File: src/rtl/trig_chk_pkg.sv
package trig_chk_pkg;

    localparam int CODE_W = 4;

    typedef enum logic [CODE_W-1:0] {
        CODE_NONE     = 4'd0,
        CODE_ID_PAR   = 4'd1,
        CODE_ID_MIS   = 4'd2,
        CODE_BX_RANGE = 4'd3,
        CODE_BX_MIS   = 4'd4
    } err_code_t;

    typedef enum logic [0:0] {
        ST_UNSEEDED = 1'b0,
        ST_TRACKING = 1'b1
    } trk_state_t;

    // flag vector positions
    localparam int F_ID_PAR   = 0;
    localparam int F_ID_MIS   = 1;
    localparam int F_BX_RANGE = 2;
    localparam int F_BX_MIS   = 3;
    localparam int N_FLAGS    = 4;

endpackage

File: src/rtl/trig_seq_tracker.sv
module trig_seq_tracker
    import trig_chk_pkg::*;
#(
    parameter int EXT_W   = 8,
    parameter int ACC_W   = 24,
    parameter int BX_W    = 12,
    parameter int BX_LAST = 3563
) (
    input  logic                   clk,
    input  logic                   rst,
    input  logic                   accept,
    input  logic                   ctr_reset,
    input  logic [EXT_W+ACC_W-1:0] evt_id,
    input  logic [BX_W-1:0]        bx_local,
    input  logic                   id_par_err,
    output logic                   seeded,
    output logic [EXT_W+ACC_W-1:0] exp_id,
    output logic [BX_W-1:0]        exp_bx
);
    localparam int ID_W = EXT_W + ACC_W;
    localparam logic [BX_W-1:0] BX_LAST_V = BX_W'(BX_LAST);

    trk_state_t state_q, state_d;

    logic [EXT_W-1:0] base_ext;
    logic [ACC_W-1:0] base_acc;
    logic [ID_W-1:0]  exp_id_d;
    logic [BX_W-1:0]  exp_bx_d;

    function automatic logic [BX_W-1:0] bx_step(input logic [BX_W-1:0] v);
        return (v >= BX_LAST_V) ? '0 : v + 1'b1;
    endfunction

    // state register
    always_ff @(posedge clk) begin
        if (rst)
            state_q <= ST_UNSEEDED;
        else
            state_q <= state_d;
    end

    // transitions: SEED on the first accept, CLEAR only through reset
    always_comb begin
        state_d = state_q;
        unique case (state_q)
            ST_UNSEEDED: if (accept) state_d = ST_TRACKING;
            ST_TRACKING: state_d = ST_TRACKING;
            default:     state_d = ST_UNSEEDED;
        endcase
    end

    // prediction outputs of each state
    always_comb begin
        base_ext = exp_id[ID_W-1:ACC_W];
        base_acc = exp_id[ACC_W-1:0];
        exp_bx_d = exp_bx;
        unique case (state_q)
            ST_UNSEEDED: begin
                if (accept) begin
                    base_ext = evt_id[ID_W-1:ACC_W];
                    base_acc = evt_id[ACC_W-1:0] + 1'b1;
                    exp_bx_d = bx_step(bx_local);
                end
            end
            ST_TRACKING: begin
                exp_bx_d = bx_step(exp_bx);
                if (accept) begin
                    if (id_par_err) begin
                        base_acc = exp_id[ACC_W-1:0] + 1'b1;
                    end else begin
                        base_ext = evt_id[ID_W-1:ACC_W];
                        base_acc = evt_id[ACC_W-1:0] + 1'b1;
                    end
                end
            end
            default: ;
        endcase
        if (ctr_reset)
            exp_id_d = {base_ext + 1'b1, {ACC_W{1'b0}}};
        else
            exp_id_d = {base_ext, base_acc};
    end

    always_ff @(posedge clk) begin
        if (rst) begin
            exp_id <= '0;
            exp_bx <= '0;
        end else begin
            exp_id <= exp_id_d;
            exp_bx <= exp_bx_d;
        end
    end

    assign seeded = (state_q == ST_TRACKING);

    a_r3_seed_on_first_accept: assert property (@(posedge clk) disable iff (rst)
        (!seeded && accept) |=> seeded);

    a_r7_predicted_bx_in_range: assert property (@(posedge clk) disable iff (rst)
        seeded |-> (exp_bx <= BX_LAST_V));

    a_r5_ctr_reset_zeroes_count: assert property (@(posedge clk) disable iff (rst)
        ctr_reset |=> (exp_id[ACC_W-1:0] == '0));

endmodule

File: config.mk
export PLATFORM = sky130hd
export DESIGN_NAME = trig_seq_tracker
export DESIGN_NICKNAME = d
export VERILOG_FILES = /design/src/rtl/trig_chk_pkg.sv /design/src/rtl/trig_seq_tracker.sv
export SDC_FILE = /design/constraint.sdc
export NUM_CORES = 1
export LEC_CHECK = 0
export BUFFER_PORTS_ARGS = -buffer_cell sky130_fd_sc_hd__buf_2
export CELL_PAD_IN_SITES_DETAIL_PLACEMENT = 1
export CELL_PAD_IN_SITES_GLOBAL_PLACEMENT = 2
export CORE_UTILIZATION = 27
export CTS_CLUSTER_DIAMETER = 120
export DETAILED_ROUTE_END_ITERATION = 8
export PLACE_DENSITY_LB_ADDON = 0.1
export SETUP_SLACK_MARGIN = 0.15
export SLEW_MARGIN = 25
export SYNTH_ARGS = -nofsm -noshare
export SYNTH_HDL_FRONTEND = slang
export SYNTH_SLANG_ARGS = --single-unit
File: constraint.sdc
create_clock -name clk -period 1.9 [get_ports clk]
set_input_delay 0.095 -clock clk [delete_from_list [all_inputs] [get_ports clk]]
set_output_delay 0.095 -clock clk [all_outputs]
set_load 0.005 [all_outputs]
==> results.md <==
* Pwr per Cell Area at 538 mW/mm²
* Slew Limit Fails at 0
* Startpoint Class: flop
* Async set-or-reset flop fraction in the synthesized netlist at 0%
* DRC Markers at 0
* Period utilization at 95.1%
* Worst path arrival time at 2.00 ns
* CP endpoint kind: flop
* Initial antenna violation count at 0
* Max-cap violations at 0
* Max Fanout on Critical Path at 4
* Clock Sinks at 45
* Worst-path clk slew at 0.07 ns
* # setup viols final at 0
* Final Hold Fails at 0
* Post-synth EDFFs at 0
* RSZ-0062 raised after global routing: true
* Routed len/inst at 17.3 µm
* Die Wd at 115 µm
* Buffers on Ports at 93
* Fin crit period at 1.81 ns
* FP Rows at 40
* Non-Filler Instances at 766
* Synthesis Warnings at 0
* Critical Path RT at 2.09 ns
* Vias per Instance at 5.30
* Max IR drop VDD at 0.273 mV
* Skew final at 0.00531 ns
* DR iter-0 viols at 188
* Yosys reg bits at 45
* Number of buffers created by CTS at 5
* Tot Pwr at 2.63 mW
* CTS Hold Buffers Added at 0
* Leakage at 2.00 nW
* Commonest cells after routing, fill and taps aside: 93 x buf_2, 61 x buf_4, 39 x nand2_1
* Largest net degree at the start of global routing at 28
* Top post-synthesis cells by area: dfxtp_1 26%, o21ai_0 5.8%, nand2_1 4.3%, nor2_1 4.2%, nand3_1 4.2%
* Seq/Total Area, Yosys at 26.0%
* WS Path Type: flop to flop
* Synth Cell Area at 0.00346 mm²
* Final nets at 651
* H-tree Lvls at 2
* Distinct cells, synth at 71
* Later-pin clock latency in the skew report at 0.31 ns
* Post-synth top area share at 26.0%
* Chip height at 115 µm
* Clk buf depth at 2
* Syn Inst Count at 457
* Least-Margin Pin Slew at 0.404 ns
* First-pass DRT Iterations at 4
* Antenna-violating nets left at 0
* Post-DP HPWL at 9.82 mm
* Mapped Nets at 511
* Antenna cell count at 0
* Starting density of the core at 28.2%
* Commonest non-fill, non-tap cell in the layout: buf_2
* Number of global-route vias before repair at 3950
* Final core occ at 39.8%
* Synthesized area per cell at 7.57 µm²
* Fill cell count at 1490
* GRT Residual Overflow at 0
* Share of layout cells above drive strength 1 at 37.8%
* First-pass GRT wire length at 20.6 mm
* # IOs at 94
* Cell count after placement at 737
* Total GRT Usage at 20.2%
* Die area at 0.0133 mm²
* Routability cong. at 0.826
* Dominant synthesized flop cell: dfxtp_1
* Total Routed Length at 13.2 mm
* Vias at 4061
* CTS root buf: clkbuf_16
* Outcome: completed
* Worst hold path class: input port to flop
* Area Growth Syn to Fin at 41.3%
* Setup TNS at 0 ns
* Leading area contributor after synthesis: dfxtp_1
* FMAX at 0.553 GHz
* Worst setup margin at 0.0926 ns
* CTS tree: yes
* Core ar. at 0.0123 mm²
* Worst slew margin at 73.0%
* Pre-CTS WS at 0.0501 ns
-- worst paths after layout --
check             depth (start not counted)                       to                    from  slack [ns]
setup / recovery                          5  exp_id[19]$_SDFFE_PP0P_  exp_id[7]$_SDFFE_PP0P_        0.09
hold / removal                            3  exp_id[11]$_SDFFE_PP0P_              evt_id[11]        0.14
setup reg to reg                          5  exp_id[19]$_SDFFE_PP0P_  exp_id[7]$_SDFFE_PP0P_        0.09
hold reg to reg                           2   exp_id[4]$_SDFFE_PP0P_  exp_id[4]$_SDFFE_PP0P_        0.52
-- worst max-delay path, cell delays in order, from the launching register on --
cell and delay (ns):
dfxtp_4 0.38, nand3_4 0.08, or4_4 0.57, o311ai_4 0.28, o41ai_2 0.12, o31a_1 0.26
-- per-stage QoR --
stage | hold WS [ns] | cell area [µm²]
floorplan | 0.167 | 3540
global placement | 0.456 | 4450
detailed placement | 0.463 | 4450
CTS | 0.134 | 4650
global route | 0.145 | 4890
finish | 0.137 | 4890
-- flip-flops by register name, summed over array words and instances, names as in the netlist --
signal / cells
seeded: 1
exp_bx: 12
exp_id: 32
-- cell families after synthesis --
family | Yosys count | synth area share (%)
simple gates | 200 | 32.4
flops | 45 | 26.0
fa+ha+maj | 5 | 1.81
xor+xnor | 29 | 7.34
compound gates | 131 | 25.4
mux | 9 | 2.64
buf+inv | 38 | 4.30
-- power breakdown --
group          switching [mW]  internal, mW
sequential             0.0601         0.990
clock                   0.440         0.485
combinational           0.352         0.300
total                   0.852          1.77
-- cell usage after synthesis (5+ instances only) --
library cell	count
a21oi_1	24
a22oi_1	5
a31oi_1	17
and3_1	12
buf_2	5
clkbuf_1	17
dfxtp_1	45
ha_1	5
inv_1	15
mux2i_1	8
nand2_1	40
nand3_1	29
nand4_1	14
nor2_1	39
nor3_1	20
nor4_1	8
o21ai_0	40
o31a_1	7
o31ai_1	8
xnor2_1	14
xor2_1	15
-- routing by layer --
layer	global-route usage [%]	vias up	wire, µm
li1	-	2011	-
met1	27.2	1964	6450
met2	33.5	78	6180
met3	3.53	8	482
met4	4.94	0	113
met5	0	-	0
-- area by class of cell --
cell class	instances	area, µm²	share of cell area, %
clock buffer	5	125	2.56
sequential	45	948	19.4
timing repair buffer	156	968	19.8
tap	168	210	4.30
clock inverter	3	17.5	0.359
inverter	15	58.8	1.20
multi-input combinational	374	2560	52.3
-- what timing repair did --
action,4_1_cts,5_1_grt
setup endpoints to repair,14,23
pin swaps,2,15
gates cloned,0,1
buffers inserted,3,17
resized for setup,13,21
No activity file was read; power rests on OpenSTA's default activity.
